**config.mk**
```make
export PLATFORM = sky130hd
export DESIGN_NAME = ext_irq_ctrl
export DESIGN_NICKNAME = d
export VERILOG_FILES = /design/src/rtl/ext_irq_pkg.sv /design/src/rtl/ext_irq_sync.sv /design/src/rtl/ext_irq_detect.sv /design/src/rtl/ext_irq_regs.sv /design/src/rtl/ext_irq_ctrl.sv
export SDC_FILE = /design/constraint.sdc
export NUM_CORES = 2
export LEC_CHECK = 0
export ABC_AREA = 1
export ABC_CLOCK_PERIOD_IN_PS = 6930
export CAP_MARGIN = 20
export CORE_ASPECT_RATIO = 0.7
export CORE_MARGIN = 3
export CORE_UTILIZATION = 50
export CTS_CLUSTER_SIZE = 30
export DETAILED_ROUTE_END_ITERATION = 12
export GPL_TIMING_DRIVEN = 0
export HOLD_SLACK_MARGIN = 0.08
export PLACE_DENSITY = 0.67
export REMOVE_ABC_BUFFERS = 1
export SLEW_MARGIN = 20
export SYNTH_ARGS = -nofsm -noshare
export SYNTH_HDL_FRONTEND = slang
export SYNTH_SLANG_ARGS = --single-unit
```
**constraint.sdc**
```tcl
create_clock -name clk -period 6.93 [get_ports clk]
set_clock_uncertainty 0.2 [all_clocks]
set_input_delay 0.693 -clock clk [delete_from_list [all_inputs] [get_ports clk]]
set_output_delay 0.693 -clock clk [all_outputs]
set_load 0.1 [all_outputs]
```
**src/rtl/ext_irq_pkg.sv**
```systemverilog
package ext_irq_pkg;

   localparam int unsigned BUS_W        = 32;
   localparam int unsigned SENSE_W      = 6;

   // register byte offsets decoded by software
   localparam int unsigned OFS_PEND     = 'h000;
   localparam int unsigned OFS_EN_OFF   = 'h004;
   localparam int unsigned OFS_EN_ON    = 'h008;
   localparam int unsigned OFS_FLAGS    = 'h100;
   localparam int unsigned OFS_CFG_BASE = 'h180;
   localparam int unsigned CFG_STRIDE   = 4;

   typedef struct packed {
      logic rise;
      logic fall;
      logic lvl_hi;
      logic lvl_lo;
   } sense_t;

   function automatic sense_t decode_sense(input logic [SENSE_W-1:0] code);
      sense_t s;
      s.lvl_lo = code[0];
      s.lvl_hi = code[1];
      s.fall   = code[2];
      s.rise   = code[3];
      return s;
   endfunction

endpackage

```
**src/rtl/ext_irq_sync.sv**
```systemverilog
module ext_irq_sync #(
   parameter int unsigned LINES  = 32,
   parameter int unsigned STAGES = 2
) (
   input  logic             clk,
   input  logic             rst_n,
   input  logic [LINES-1:0] raw,
   output logic [LINES-1:0] cur,
   output logic [LINES-1:0] last,
   output logic             hist_ok
);

   generate
      if (STAGES < 2) begin : g_bad_stages
         $error("ext_irq_sync: STAGES must be at least 2");
      end
   endgenerate

   logic [LINES-1:0] stg [STAGES];
   logic [STAGES:0]  fill_q;

   generate
      for (genvar s = 0; s < STAGES; s++) begin : g_stage
         if (s == 0) begin : g_first
            always_ff @(posedge clk or negedge rst_n) begin
               if (!rst_n) stg[0] <= '0;
               else        stg[0] <= raw;
            end
         end else begin : g_next
            always_ff @(posedge clk or negedge rst_n) begin
               if (!rst_n) stg[s] <= '0;
               else        stg[s] <= stg[s-1];
            end
         end
      end
   endgenerate

   always_ff @(posedge clk or negedge rst_n) begin
      if (!rst_n) begin
         last   <= '0;
         fill_q <= '0;
      end else begin
         last   <= stg[STAGES-1];
         fill_q <= {fill_q[STAGES-1:0], 1'b1};
      end
   end

   assign cur     = stg[STAGES-1];
   assign hist_ok = fill_q[STAGES];

endmodule

```
**src/rtl/ext_irq_detect.sv**
```systemverilog
module ext_irq_detect
   import ext_irq_pkg::*;
#(
   parameter int unsigned LINES = 32
) (
   input  logic                            clk,
   input  logic                            rst_n,
   input  logic [LINES-1:0]                cur,
   input  logic [LINES-1:0]                last,
   input  logic                            hist_ok,
   input  logic [LINES-1:0][SENSE_W-1:0]   sense,
   input  logic [LINES-1:0]                clr,
   output logic [LINES-1:0]                flag
);

   generate
      for (genvar n = 0; n < LINES; n++) begin : g_line
         sense_t s;
         logic   hit;

         assign s   = decode_sense(sense[n]);
         assign hit = (s.lvl_hi &  cur[n])
                    | (s.lvl_lo & ~cur[n])
                    | (hist_ok & s.rise &  cur[n] & ~last[n])
                    | (hist_ok & s.fall & ~cur[n] &  last[n]);

         always_ff @(posedge clk or negedge rst_n) begin
            if (!rst_n) flag[n] <= 1'b0;
            else        flag[n] <= hit | (flag[n] & ~clr[n]);
         end
      end
   endgenerate

endmodule

```
**src/rtl/ext_irq_regs.sv**
```systemverilog
module ext_irq_regs
   import ext_irq_pkg::*;
#(
   parameter int unsigned LINES  = 32,
   parameter int unsigned ADDR_W = 12
) (
   input  logic                           clk,
   input  logic                           rst_n,
   input  logic [ADDR_W-1:0]              bus_addr,
   input  logic                           bus_we,
   input  logic [BUS_W-1:0]               bus_wdata,
   output logic [BUS_W-1:0]               bus_rdata,
   input  logic [LINES-1:0]               flag,
   input  logic [LINES-1:0]               pend,
   output logic [LINES-1:0]               en_q,
   output logic [LINES-1:0][SENSE_W-1:0]  sense,
   output logic [LINES-1:0]               clr
);

   logic [LINES-1:0][BUS_W-1:0] cfg_q;
   logic [LINES-1:0]            cfg_sel;
   logic [LINES-1:0]            wmask;
   logic                        sel_pend, sel_off, sel_on, sel_flags;

   assign wmask     = bus_wdata[LINES-1:0];
   assign sel_pend  = (bus_addr == ADDR_W'(OFS_PEND));
   assign sel_off   = (bus_addr == ADDR_W'(OFS_EN_OFF));
   assign sel_on    = (bus_addr == ADDR_W'(OFS_EN_ON));
   assign sel_flags = (bus_addr == ADDR_W'(OFS_FLAGS));
   assign clr       = (bus_we && sel_flags) ? wmask : '0;

   always_ff @(posedge clk or negedge rst_n) begin
      if (!rst_n) begin
         en_q <= '0;
      end else if (bus_we) begin
         if (sel_on)  en_q <= en_q | wmask;
         if (sel_off) en_q <= en_q & ~wmask;
      end
   end

   generate
      for (genvar n = 0; n < LINES; n++) begin : g_cfg
         assign cfg_sel[n] = (bus_addr == ADDR_W'(OFS_CFG_BASE + CFG_STRIDE * n));
         assign sense[n]   = cfg_q[n][SENSE_W-1:0];

         always_ff @(posedge clk or negedge rst_n) begin
            if (!rst_n)                    cfg_q[n] <= '0;
            else if (bus_we && cfg_sel[n]) cfg_q[n] <= bus_wdata;
         end
      end
   endgenerate

   always_comb begin
      bus_rdata = '0;
      if (sel_pend)  bus_rdata = BUS_W'(pend);
      if (sel_off)   bus_rdata = BUS_W'(en_q);
      if (sel_flags) bus_rdata = BUS_W'(flag);
      for (int n = 0; n < LINES; n++) begin
         if (cfg_sel[n]) bus_rdata = cfg_q[n];
      end
   end

endmodule

```
**src/rtl/ext_irq_ctrl.sv**
```systemverilog
module ext_irq_ctrl
   import ext_irq_pkg::*;
#(
   parameter int unsigned LINES       = 32,
   parameter int unsigned ADDR_W      = 12,
   parameter int unsigned SYNC_STAGES = 2
) (
   input  logic               clk,
   input  logic               rst_n,
   input  logic [ADDR_W-1:0]  bus_addr,
   input  logic               bus_we,
   input  logic [31:0]        bus_wdata,
   output logic [31:0]        bus_rdata,
   input  logic [LINES-1:0]   irq_in,
   output logic [LINES-1:0]   irq_out
);

   localparam int unsigned TOP_OFS = OFS_CFG_BASE + CFG_STRIDE * LINES;

   generate
      if (LINES < 1 || LINES > BUS_W) begin : g_bad_lines
         $error("ext_irq_ctrl: LINES must lie in 1..32");
      end
      if ((1 << ADDR_W) < TOP_OFS) begin : g_bad_addr
         $error("ext_irq_ctrl: ADDR_W too narrow for the register map");
      end
   endgenerate

   logic [LINES-1:0]              cur, last, flag_q, en_q, clr;
   logic [LINES-1:0][SENSE_W-1:0] sense_q;
   logic                          hist_ok;

   ext_irq_sync #(.LINES(LINES), .STAGES(SYNC_STAGES)) i_sync (
      .clk     (clk),
      .rst_n   (rst_n),
      .raw     (irq_in),
      .cur     (cur),
      .last    (last),
      .hist_ok (hist_ok)
   );

   ext_irq_detect #(.LINES(LINES)) i_detect (
      .clk     (clk),
      .rst_n   (rst_n),
      .cur     (cur),
      .last    (last),
      .hist_ok (hist_ok),
      .sense   (sense_q),
      .clr     (clr),
      .flag    (flag_q)
   );

   ext_irq_regs #(.LINES(LINES), .ADDR_W(ADDR_W)) i_regs (
      .clk       (clk),
      .rst_n     (rst_n),
      .bus_addr  (bus_addr),
      .bus_we    (bus_we),
      .bus_wdata (bus_wdata),
      .bus_rdata (bus_rdata),
      .flag      (flag_q),
      .pend      (irq_out),
      .en_q      (en_q),
      .sense     (sense_q),
      .clr       (clr)
   );

   assign irq_out = flag_q & en_q;

endmodule

```
Word level (Yosys, flattened, before mapping). Index checks and enable logic that the tools add are counted.

Add/subtract/negate cells: 0. Multiply operators: 0. Divide/modulo/power cells: 0. Magnitude comparators: 0. Eq/ne operators: 35. Shift operators: 0. Muxes and demuxes: 38. Bitwise logic cells: 516. Reduce and logical (&&, ||, !) cells: 36.

Operator list (count): 32-bit two-way mux (38); 12-bit by 9-bit == test with 1-bit output (second input constant) (33); 1-bit bitwise AND (288); 1-bit bitwise OR (128); 1-bit inverter (96); 32-bit bitwise AND (2); 1-bit logical AND (33); 32-bit inverter (1); 32-bit bitwise OR (1); 12-bit by 3-bit == test with 1-bit output (second input constant) (1); 12-bit by 4-bit == test with 1-bit output (second input constant) (1); 12-bit logical NOT (1); 2-bit AND reduction (1); 2-bit nonzero test (1).

Register bits after elaboration: 1187. Latch bits: 0. Memory bits (writable): 0. Memory bits (read-only): 0. Input port bits: 79. Memories: 0.

Longest topological paths before layout.
Depth in word-level cells: 36. Mapped depth: 26. Depth with buffers taken out: 25.

Hierarchy. From an unflattened synthesis, not the netlist that was laid out.

Cells, all modules: 6450. Area, all modules: 53726.5 um2.

By module, submodules not included: ext_irq_regs (instances 1, cells each 5799, area an instance 48207.5 um2); ext_irq_sync (instances 1, cells each 132, area an instance 2721.4 um2); ext_irq_detect (instances 1, cells each 455, area an instance 2557.5 um2); ext_irq_ctrl (instances 1, cells each 64, area an instance 240.2 um2).

Worst setup path after synthesis. Ideal clock, no wire load.

Path type: input to output. From: in bus_addr[11]. To: out bus_rdata[25]. Arrival: 3.482 ns. Data required time: 6.037 ns. Setup slack: 2.555 ns. Cell stages on the path: 21. Buffers on the path: 0. Cell sequence: nor2_2 nand3_4 nor2_4 inv_4 nor2_8 inv_2 or2_1 nand2_1 nand4_1 nor2_1 nand4_1 nor2_1 nand4_1 nand2_1 nand4_1 nor3_1 nand4_1 nor2_1 nand4_1 nor2_1 nand4_1.

Word-level cells in the longest chain between the ends: 36.

Ends and longest elaborated chain: from (decl) (line ext_irq_ctrl.sv:10) `input logic [ADDR_W-1:0] bus_addr,`; 12-bit logical NOT (line ext_irq_regs.sv:26) `assign sel_pend = (bus_addr == ADDR_W'(OFS_PEND));`; 32-bit two-way mux (line ext_irq_regs.sv:55) `if (sel_pend) bus_rdata = BUS_W'(pend);`; 32-bit two-way mux (line ext_irq_regs.sv:56) `if (sel_off) bus_rdata = BUS_W'(en_q);`; 32-bit two-way mux (line ext_irq_regs.sv:57) `if (sel_flags) bus_rdata = BUS_W'(flag);`; 32-bit two-way mux (31 in series) (line ext_irq_regs.sv:59) `if (cfg_sel[n]) bus_rdata = cfg_q[n];`; 32-bit two-way mux (*) (line ext_irq_regs.sv:59); to (decl) (line ext_irq_ctrl.sv:13) `output logic [31:0] bus_rdata,`.

Every way passes the cells marked *; elsewhere a longest branch is shown, timed or not.

Final worst setup path.
From: in bus_addr[8]. To: out bus_rdata[12].

Same word-level chain as after synthesis.

==> flow_summary.yaml <==
run_status:
  outcome: "completed"
grt:
  antenna_found_initial: 2
  track_usage: 0.306
  grt_max_degree: 149
  grt_pass1_wl_um: 249000
  overflow: 0
  grt_pass1_vias: 40000
drt:
  met1_length_um: 74400
  wl_per_cell_um: 21.3
  first_pass_iters: 6
  wl_um: 163000
  drtIter0Drc: 4989
  routed_via_density: 5.68
  dr_wl_met3_um: 18000
  dr_wl_met2_um: 66100
  maxUsedRoutingLayer: "met4"
  ant_nets: 0
  vias: 43600
  drc_errors: 0
floorplan:
  floorplan.rows: 97
  die_y_um: 275
  die_x_um: 390
  ioPinCount: 143
  fp.dieArea_mm2: 0.107
  initial_utilization: 0.510
  core_area_mm2: 0.101
hold_path:
  worstHoldStart: "i_sync.stg[36]$_DFF_PN0_"
  hold_depth: 0
  min_path_type: "reg -> reg"
  whs_endpoint: "i_sync.cur[4]$_DFF_PN0_"
power_and_ir_drop:
  pwr-share-comb: 0.036
  p_sw_w: 0.00320
  power.share.clock: 0.461
  cellLeakagePower_nw: 26.6
  p_int_w: 0.0108
  swShare: 0.229
  powerDensity_mw_per_mm2: 235
  max-vdd-ir-drop_uv: 190
  seqPwrFrac: 0.502
placed_design:
  place_inst: 7439
  io_buffers: 142
  place.gp.congestion: 0.873
  pre_cts_slack_ns: -1.25
  hpwl_um: 109000
clock_network:
  htreeDepth: 3
  cts_tree: "yes"
  cts-root-buf: "clkbuf_16"
  clock_sinks: 1187
  clock_latency_ns: 0.73
  cts_buffer_depth: 3
  clk_pin_slew_worst_paths_ns: 0.06
  cts_buffers: 113
timing:
  maxSlewViolCount: 0
  fmax_mhz: 147
  post-route-period-util: 0.983
  setup_ws_ns: 0.115
  final.setup.tns_ns: 0
  whs_ns: 0.145
  finalSetupViolations: 0
  grt_setup_unrepaired: "false"
  tightest_slew_ns: 1.16
  layout_min_cycle_time_ns: 6.81
  finalHoldViolCount: 0
  max_slew_margin: 0.220
setup_path:
  cp-start-kind: "input port"
  cp_max_fo: 15
  reg2regPathDepth: 5
  crit_path_end_kind: "output pin"
  crit_arrival_ns: 5.92
  crit_type: "in -> out"
  critPathLaunch: "bus_addr[8]"
  r2r_start: "i_sync.fill_q[2]$_DFF_PN0_"
  r2r_end: "i_detect.flag[29]$_DFF_PN0_"
  required_ns: 6.04
  r2r_setup_slack_ns: 5.20
final_layout:
  seqCellArea_mm2: 0.0297
  fill_cells: 8921
  syn_to_final_growth_pct: 15.1
  multi_input_area_mm2: 0.0192
  drive_gt1_frac: 0.0776
  instances_no_fill: 7670
  layout.nets: 6313
synthesis:
  ys_warn_count: 0
  synthesis.area_mm2: 0.0516
  synth_ff_type: "dfrtp_1"
  synth_edf_count: 0
  ys_async_sr_fraction: 1.00
  synth-seq-cells: 1187
  synth_cells: 6262
  synth_cell_types: 33
  ys_seq_area_frac: 0.575
  synth_area_per_cell_um2: 8.24
run:
  cap_violations: 0
-- cells by family (layout without fill, tap and decap cells) --
family,after synthesis,after routing,synth area share
buffers and inverters,847,911,0.0625
flip-flops,1187,1187,0.575
AND/OR/NAND/NOR,2940,2944,0.236
AO/OA/AOI/OAI,1287,1287,0.126
other,1,5,0.0000726
-- layout make-up --
type                       instances  area share
antenna                            4    0.000168
sequential                      1187       0.500
clock buffer                     170      0.0565
tap                             1336      0.0281
clock inverter                    41     0.00845
multi-input combinational       4232       0.323
timing repair buffer             263      0.0559
inverter                         437      0.0279
-- sequential cells by signal, summed over array words and instances (netlist names), named ones only --
name           cells
i_detect.flag     32
i_regs.sense     192
i_sync.cur        32
i_regs.cfg_q     832
i_sync.fill_q      3
i_sync.last       32
i_sync.stg        32
-- metal layers --
metal,global-route usage,vias to the layer above
met5,0,-
met1,0.466,21400
met4,0.0857,0
met3,0.0907,263
met2,0.421,1784
li1,-,20200
-- worst max-delay path by stage --
| stage | cells past startpoint | slack, ns | endpoint |
|---|---|---|---|
| 2_1_floorplan | 17 | 1.74 | bus_rdata[16] |
| 3_3_place_gp | 1 | -50.04 | i_sync.cur[0]$_DFF_PN0_ |
| 3_5_place_dp | 23 | -1.25 | bus_rdata[20] |
| 4_1_cts | 24 | -0.07 | bus_rdata[20] |
| 5_1_grt | 24 | 0.001 | bus_rdata[23] |
| 6_report | 23 | 0.12 | bus_rdata[12] |
-- cell usage after synthesis (2+ instances only) --
master | instances | area, um^2
buf_4 | 4 | 30.0
a31oi_1 | 8 | 50.1
clkinv_1 | 4 | 15.0
a21oi_1 | 141 | 706
or2_2 | 8 | 50.1
nor3_2 | 9 | 90.1
nor3_1 | 31 | 155
nor2_2 | 9 | 56.3
or2_1 | 2 | 12.5
nor2_1 | 393 | 1480
dfrtp_1 | 1187 | 29700
inv_2 | 11 | 41.3
o211ai_1 | 8 | 60.1
nor2_4 | 4 | 45.0
nand3b_1 | 24 | 180
nand2_1 | 2050 | 7690
inv_1 | 421 | 1580
nand2_4 | 4 | 45.0
nand3_1 | 166 | 831
o2111ai_1 | 4 | 35.0
nor3_4 | 2 | 32.5
nand4_1 | 225 | 1410
clkbuf_1 | 376 | 1410
nand3_4 | 2 | 35.0
buf_1 | 4 | 15.0
or2_0 | 4 | 25.0
nor2_8 | 2 | 40.0
buf_2 | 26 | 130
nand2_2 | 4 | 25.0
o21ai_0 | 1126 | 5640
-- metrics by stage --
step	utilization	cell area, um^2	power [W]
floorplan	-	50000	0.00725
global placement	0.525	53100	0.00762
detailed placement	0.547	55400	0.00766
CTS	0.586	59300	0.0141
global route	0.587	59400	0.0144
finish	0.587	59400	0.0140
-- worst max-delay path, stage by stage --
cell             delay [ns]
clkdlybuf4s50_1        0.78
nand2_1                0.18
nor2_4                 0.44
buf_16                 0.23
nand2_8                0.11
buf_4                  0.20
nor2_4                 0.47
nand2_1                0.10
nand2_1                0.13
nand4_1                0.12
nor2_1                 0.11
nand4_1                0.13
nand2_1                0.10
nand4_1                0.10
nor2_1                 0.20
nand4_1                0.12
nor2_1                 0.22
nand4_1                0.31
nor2_1                 0.25
nand4_1                0.13
nand2_1                0.10
nand3_1                0.08
dlygate4sd2_1          0.60
-- cell usage in the layout, fill, tap and decap left out, types with 25 or more instances in the layout --
master | netlist | routed
a21oi_1 | 141 | 141
nand4_1 | 225 | 225
clkbuf_8 | 0 | 27
clkbuf_1 | 376 | 28
nor2_1 | 393 | 371
o21ai_0 | 1126 | 1126
dfrtp_1 | 1187 | 1186
inv_2 | 11 | 43
buf_4 | 4 | 37
buf_16 | 0 | 25
inv_1 | 421 | 386
clkdlybuf4s50_1 | 0 | 108
nand2_1 | 2050 | 2017
buf_12 | 0 | 33
nand3_1 | 166 | 165
clkbuf_16 | 0 | 115
-- power by group through the flow --
stage / combinational [W] / clock, W / sequential [W]
2_1_floorplan: 0.000112 / 0 / 0.00714
3_3_place_gp: 0.000425 / 0 / 0.00720
3_5_place_dp: 0.000507 / 0 / 0.00715
4_1_cts: 0.000512 / 0.00653 / 0.00703
5_1_grt: 0.000552 / 0.00681 / 0.00703
6_report: 0.000510 / 0.00645 / 0.00703
-- timing repair --
action / 4_1_cts / 5_1_grt
endpoints found under the setup margin: 32 / 32
gates resized for setup: 49 / 45
hold buffers: 1 / 0
hold endpoints to repair: 86 / 0
buffers inserted: 4 / 7
pin swaps: 4 / 3
cloned: 4 / 0
Power figures use the tool's default switching activity.
